**config.mk**
```make
export PLATFORM = sky130hd
export DESIGN_NAME = bmx_unit
export DESIGN_NICKNAME = d
export VERILOG_FILES = /design/src/rtl/bmx_pkg.sv /design/src/rtl/bmx_pre.sv /design/src/rtl/bmx_combine.sv /design/src/rtl/bmx_window.sv /design/src/rtl/bmx_unit.sv
export SDC_FILE = /design/constraint.sdc
export NUM_CORES = 1
export LEC_CHECK = 0
export ABC_AREA = 1
export BUFFER_PORTS_ARGS = -buffer_cell sky130_fd_sc_hd__clkbuf_2
export CAP_MARGIN = 20
export CORE_MARGIN = 4
export CORE_UTILIZATION = 60
export CTS_CLUSTER_SIZE = 28
export DETAILED_ROUTE_END_ITERATION = 8
export PLACE_DENSITY = 0.84
export SYNTH_ARGS = -nofsm -noshare
export SYNTH_HDL_FRONTEND = slang
export SYNTH_HIERARCHICAL = 1
export SYNTH_SLANG_ARGS = --single-unit
```
**constraint.sdc**
```tcl
create_clock -name clk -period 0.8 [get_ports clk]
set_clock_uncertainty 0.05 [all_clocks]
set_input_delay 0.08 -clock clk [delete_from_list [all_inputs] [get_ports clk]]
set_output_delay 0.08 -clock clk [all_outputs]
set_load 0.01 [all_outputs]
```
**src/rtl/bmx_pkg.sv**
```systemverilog
package bmx_pkg;

    typedef enum logic [1:0] {
        SEC_NEG  = 2'd0,
        SEC_DEC  = 2'd1,
        SEC_INC  = 2'd2,
        SEC_NINC = 2'd3
    } second_sel_e;

    typedef enum logic [1:0] {
        CMB_OR   = 2'd0,
        CMB_AND  = 2'd1,
        CMB_XOR  = 2'd2,
        CMB_ZERO = 2'd3
    } comb_sel_e;

    localparam int unsigned MODE_W      = 5;
    localparam int unsigned MODE_PASS   = 4;
    localparam int unsigned MODE_CMB_LO = 2;

endpackage

```
**src/rtl/bmx_pre.sv**
```systemverilog
module bmx_pre
    import bmx_pkg::*;
#(
    parameter int unsigned XLEN = 64
) (
    input  logic [XLEN-1:0] opnd,
    input  logic            pass_opnd,
    input  second_sel_e     sec_sel,
    output logic [XLEN-1:0] first_w,
    output logic [XLEN-1:0] second_w
);
    localparam logic [XLEN-1:0] ONE = {{(XLEN-1){1'b0}}, 1'b1};

    logic [XLEN-1:0] inc_w;
    logic [XLEN-1:0] dec_w;
    logic [XLEN-1:0] neg_w;

    always_comb begin
        inc_w = opnd + ONE;
        dec_w = opnd - ONE;
        neg_w = (~opnd) + ONE;
    end

    always_comb begin
        first_w = pass_opnd ? opnd : ~opnd;
    end

    always_comb begin
        unique case (sec_sel)
            SEC_NEG:  second_w = neg_w;
            SEC_DEC:  second_w = dec_w;
            SEC_INC:  second_w = inc_w;
            SEC_NINC: second_w = ~inc_w;
            default:  second_w = '0;
        endcase
    end

endmodule

```
**src/rtl/bmx_combine.sv**
```systemverilog
module bmx_combine
    import bmx_pkg::*;
#(
    parameter int unsigned XLEN = 64
) (
    input  logic [XLEN-1:0] x_w,
    input  logic [XLEN-1:0] y_w,
    input  comb_sel_e       op,
    output logic [XLEN-1:0] merged
);
    logic sel_or;
    logic sel_and;
    logic sel_xor;

    assign sel_or  = (op == CMB_OR);
    assign sel_and = (op == CMB_AND);
    assign sel_xor = (op == CMB_XOR);

    for (genvar i = 0; i < XLEN; i++) begin : g_bit
        assign merged[i] = (sel_or  & (x_w[i] | y_w[i]))
                         | (sel_and & (x_w[i] & y_w[i]))
                         | (sel_xor & (x_w[i] ^ y_w[i]));
    end

endmodule

```
**src/rtl/bmx_window.sv**
```systemverilog
module bmx_window #(
    parameter int unsigned XLEN = 64
) (
    input  logic [XLEN-1:0] merged,
    input  logic [XLEN-1:0] opnd,
    input  logic [XLEN-1:0] mask_src,
    input  logic            mask_src_none,
    input  logic            keep_outside,
    output logic [XLEN-1:0] windowed
);
    logic [XLEN-1:0] win;
    logic [XLEN-1:0] outside;

    always_comb begin
        win      = mask_src_none ? {XLEN{1'b1}} : mask_src;
        outside  = keep_outside ? (opnd & ~win) : '0;
        windowed = (merged & win) | outside;
    end

endmodule

```
**src/rtl/bmx_unit.sv**
```systemverilog
module bmx_unit
    import bmx_pkg::*;
#(
    parameter int unsigned XLEN = 64
) (
    input  logic                    clk,
    input  logic                    rst_n,
    input  logic [XLEN-1:0]         opnd,
    input  logic [XLEN-1:0]         mask_src,
    input  logic                    mask_src_none,
    input  logic [MODE_W-1:0]       mode,
    input  logic                    keep_outside,
    output logic [XLEN-1:0]         result
);
    typedef struct packed {
        logic [XLEN-1:0] res;
    } bmx_state_t;

    bmx_state_t      state_d;
    bmx_state_t      state_q;

    logic [XLEN-1:0] first_w;
    logic [XLEN-1:0] second_w;
    logic [XLEN-1:0] merged;
    logic [XLEN-1:0] windowed;
    second_sel_e     sec_sel;
    comb_sel_e       cmb_sel;

    assign sec_sel = second_sel_e'(mode[1:0]);
    assign cmb_sel = comb_sel_e'(mode[MODE_CMB_LO+1:MODE_CMB_LO]);

    bmx_pre #(.XLEN(XLEN)) u_pre (
        .opnd      (opnd),
        .pass_opnd (mode[MODE_PASS]),
        .sec_sel   (sec_sel),
        .first_w   (first_w),
        .second_w  (second_w)
    );

    bmx_combine #(.XLEN(XLEN)) u_combine (
        .x_w    (first_w),
        .y_w    (second_w),
        .op     (cmb_sel),
        .merged (merged)
    );

    bmx_window #(.XLEN(XLEN)) u_window (
        .merged        (merged),
        .opnd          (opnd),
        .mask_src      (mask_src),
        .mask_src_none (mask_src_none),
        .keep_outside  (keep_outside),
        .windowed      (windowed)
    );

    always_comb begin
        state_d     = state_q;
        state_d.res = windowed;
    end

    always_ff @(posedge clk or negedge rst_n) begin
        if (!rst_n) begin
            state_q <= '0;
        end else begin
            state_q <= state_d;
        end
    end

    assign result = state_q.res;

endmodule

```
==> results of run 1 <==
synthesized netlist by cell type:
cell and n:
a21o_1 1, a21oi_1 7, a22o_1 1, a31oi_1 2
and2_1 5, buf_1 1, buf_2 70, buf_4 13
buf_6 20, clkbuf_1 8, clkbuf_2 21, clkinv_1 1
clkinv_2 1, dfrtp_1 64, ha_1 130, inv_1 341
inv_2 5, nand2_1 462, nand2_2 10, nand2_4 1
nand3_1 339, nand3_2 3, nand3_4 1, nand3b_1 5
nand4_1 35, nor2_1 282, nor2_2 11, nor2_4 13
nor2b_1 2, nor3_1 6, nor3_2 1, o211ai_1 3
o211ai_2 1, o21ai_0 58, o21ai_1 29, o21ai_2 3
o21ai_4 1, o21bai_1 3, xnor2_1 80, xor2_1 74
metal layers:
layer	GRT usage, %	overflow
met1	79.6	1
met2	94.3	37
met3	69.2	2
met4	82.8	38
met5	23.6	1
kinds of logic after synthesis:
family	synth area share, %
AND/OR/NAND/NOR	41.5
buffers and inverters	17.0
XOR/XNOR	10.8
adder cells (fa/ha/maj)	13.1
AO/OA/AOI/OAI	4.81
flip-flops	12.9
stage by stage:
| stage | TNS, ns | area [µm²] |
|---|---|---|
| after CTS | -76.77 | 19600 |
| after global placement | -96.83 | 16400 |
| after floorplan | -62.49 | 12800 |
| after detailed placement | -102.23 | 16400 |
what timing repair did:
item                                   in CTS
endpoints found under the hold margin     127
pin swaps                                 208
resized for setup                         460
hold buffers                               66
buffers inserted                           54
cloned                                      2
setup endpoints to repair                 128
==> summary.txt, run 1 <==
Vias in the first global route: 24300
Synth top area cells: nand2_1 14%, nand3_1 14%, ha_1 13%
Starting Density: 61.4%
Seq cells post-synth: 64
YS warnings: 6
Status: aborted with a tool error
Rows: 52
CTS Buffer Depth: 2
RePlAce Congestion: 1.05
Die Ht: 152 µm
Synth Cell Area: 12500 µm²
CTS HTree Levels: 3
Post-place setup slack: -1.87 ns
Total GRT Usage: 80.4%
Die X: 152 µm
Largest net degree at the start of global routing: 65
Clock Root Buffer: clkbuf_16
First error: [ERROR GRT-0116] Global routing finished with congestion. Check the congestion regions in the DRC Viewer.
Mapped Nets: 2381
Total CTS buffers: 9
Grt total ovfl: 79
Synth Instances: 2114
Post-synth top area share: 13.9%
Num Clock Sinks: 64
Cell variety after synth: 40
Seq/Total Area, Yosys: 12.9%
Failed at: global routing (5_1_grt)
First-pass GRT wire length: 147000 µm
Cell accounting for the most synthesized area: nand2_1
Port Buffers: 200
# IOs: 201
Hpwl dp: 43300 µm
Dpl cells: 2849
Mean Syn Cell Area: 5.89 µm²
==> run 2: changes to the inputs <==
--- a/config.mk
+++ b/config.mk
@@ -9,10 +9,9 @@
 export BUFFER_PORTS_ARGS = -buffer_cell sky130_fd_sc_hd__clkbuf_2
 export CAP_MARGIN = 20
 export CORE_MARGIN = 4
-export CORE_UTILIZATION = 60
-export CTS_CLUSTER_SIZE = 28
+export CORE_UTILIZATION = 40
 export DETAILED_ROUTE_END_ITERATION = 8
-export PLACE_DENSITY = 0.84
+export PLACE_DENSITY_LB_ADDON = 0.15
 export SYNTH_ARGS = -nofsm -noshare
 export SYNTH_HDL_FRONTEND = slang
 export SYNTH_HIERARCHICAL = 1
==> run 2 against run 1 <==
Compared with the run above:
- the flow now finishes, with violations (setup timing)
- synthesized area is the same
- synthesized cell count is the same
==> summary.txt, run 2 <==
Status: complete, but fails checks
Failing checks: setup timing
Synthesis-to-layout area growth: 79.1%
Most common cell after layout, fill and taps aside: buf_4
Die area: 34000 µm²
Most frequent cells in the layout: 405 x buf_4, 347 x nand2_1, 282 x inv_1, 211 x nand3_1, 153 x nor2_1
Seq cells post-synth: 64
Post-route setup slack: -1.24 ns
Number of synthesized flops with an enable pin: 0
CTS tree: done
Layout cell share with drive strength beyond 1: 47.1%
Total GRT Usage: 32.6%
Clock Root Buffer: clkbuf_16
Antenna diodes: 0
Post-place setup slack: -1.83 ns
Ys async rst share: 100%
Max-Slew Margin vs Limit: 66.7%
Power Total: 20.8 mW
Filler Cells Inserted: 2442
DRC viols: 0
Leak Pwr: 11.2 nW
# IOs: 201
Largest net degree at the start of global routing: 64
HP Class: input pin to asynchronous set/reset pin
Vias: 16500
Min Hold Slack: 0.0270 ns
Post-synth top area share: 13.9%
CP delay by family, top: buffers and inverters
WL/cell: 18.8 µm
Final core occ: 72.8%
Worst path cell trace: clkbuf_16, buf_8, buf_6, nor2_4, nand3_4, inv_4, nand2_4, nor2_4, buf_4, buf_6, a21oi_2, xor2_1, inv_1, inv_1, ha_1, nand3_2, nand3_2, o21ai_1, nand2_1
CP max stage delay: 0.30 ns
Num Clock Sinks: 64
RePlAce Congestion: 0.966
Starting Density: 40.6%
Cell accounting for the most synthesized area: nand2_1
CTS clk-pin slew, worst paths: 0.06 ns
Synth Instances: 2114
Synth Cell Area: 12500 µm²
Final Hold Fails: 0
Die Ht: 185 µm
Setup Viol. Count Final: 128
Grt total ovfl: 0
Cell variety after synth: 40
Rows: 64
Slew @ Worst Pin: 0.497 ns
Antenna Nets Post-Route: 0
WP data arrival: 2.26 ns
YS warnings: 6
Most common flop cell mapped by yosys: dfrtp_1
Mean Syn Cell Area: 5.89 µm²
Total CTS buffers: 9
Critical path class: input pin to register
Max cap viols: 0
Power Density: 931 nW/µm²
Mapped Nets: 2381
Port Buffers: 200
Period utilisation layout: 255%
Most numerous cell in the Yosys netlist: nand2_1
RSZ-0062 raised after global routing: true
Detailed Route Iter0 Violations: 1217
Crit path required time: 1.01 ns
CTS HTree Levels: 3
Post-layout nets: 3048
Die X: 185 µm
Via density per instance: 5.18
Fin crit period: 2.04 ns
Slowest cell on crit path: ha_1
Hpwl dp: 44300 µm
Top post-synthesis cells by count: 462 x nand2_1, 341 x inv_1, 339 x nand3_1
Synth top area cells: nand2_1 14%, nand3_1 14%, ha_1 13%
Initial antenna violation count: 0
Max reg flops: 64
DRT Pass-1 Iters: 7
Vias in the first global route: 15700
First-pass GRT wire length: 86500 µm
Seq/Total Area, Yosys: 12.9%
FMAX: 490 MHz
Final Routed Wirelength: 59900 µm
Final Max Slew Viols: 0
Kind of start point of the critical path: input pin
Worst ir drop on vdd: 0.00105 V
CP endpoint kind: register
Core footprint: 30700 µm²
Critical path buffers and inverters: 8
CTS Buffer Depth: 2
Critical path peak fanout: 4
[run 2: cell counts after synthesis]
No cell type changed its count.
[run 2: through the flow]
stage,instance area (µm²),setup TNS [ns],std cells
5_1_grt,22300,-87.25,3181
3_3_place_gp,16900,-99.13,2998
6_report,22300,-79.87,3181
2_1_floorplan,12800,-62.49,2114
4_1_cts,20200,-76.17,3135
3_5_place_dp,16900,-101.22,2998
[run 2: cell type report]
type                            count  area (µm²)  share of cell area [%]
Multi-Input combinational cell   1569       11700                    52.5
Timing Repair Buffer              789        6860                    30.8
Sequential cell                    64        1600                    7.18
Inverter                          348        1340                    6.00
Tap cell                          396         495                    2.22
Clock buffer                       11         233                    1.04
Clock inverter                      4        70.1                   0.314
[run 2: worst paths after layout]
path                               start    endpoint  cells after the start
max in group asynchronous          rst_n  result[52]                      3
worst max-delay path             opnd[5]  result[22]                     19
min in group clk           mask_src_none   result[1]                      4
worst min-delay path               rst_n  result[25]                      2
[run 2: metal layers]
layer	vias up	track usage, %	wire length [µm]
met5	-	0	0
met4	0	9.32	1280
met3	94	6.06	4620
met2	665	52.1	27500
met1	7867	45.0	26500
li1	7862	-	-
[run 2: repair_timing]
action,4_1_cts,5_1_grt
buffers inserted,48,55
gates cloned,2,1
endpoints found under the setup margin,128,128
hold buffers,76,0
resized for setup,457,438
hold endpoints to repair,128,0
pin swaps,181,241
[run 2: cells by family (layout without fill, tap and decap cells)]
| logic type | count (synthesis) | in the layout | share of synthesized area, % |
|---|---|---|---|
| AND/OR/NAND/NOR | 1176 | 1176 | 41.5 |
| buffers and inverters | 481 | 1152 | 17.0 |
| XOR/XNOR | 154 | 154 | 10.8 |
| adder cells (fa/ha/maj) | 130 | 130 | 13.1 |
| AO/OA/AOI/OAI | 109 | 109 | 4.81 |
| flip-flops | 64 | 64 | 12.9 |
[run 2: power by group]
group,switching (mW),internal (mW)
clock network,1.80,2.70
registers,0.171,3.69
logic,6.68,5.74
total,8.65,12.1
No activity file was read; power rests on OpenSTA's default activity.
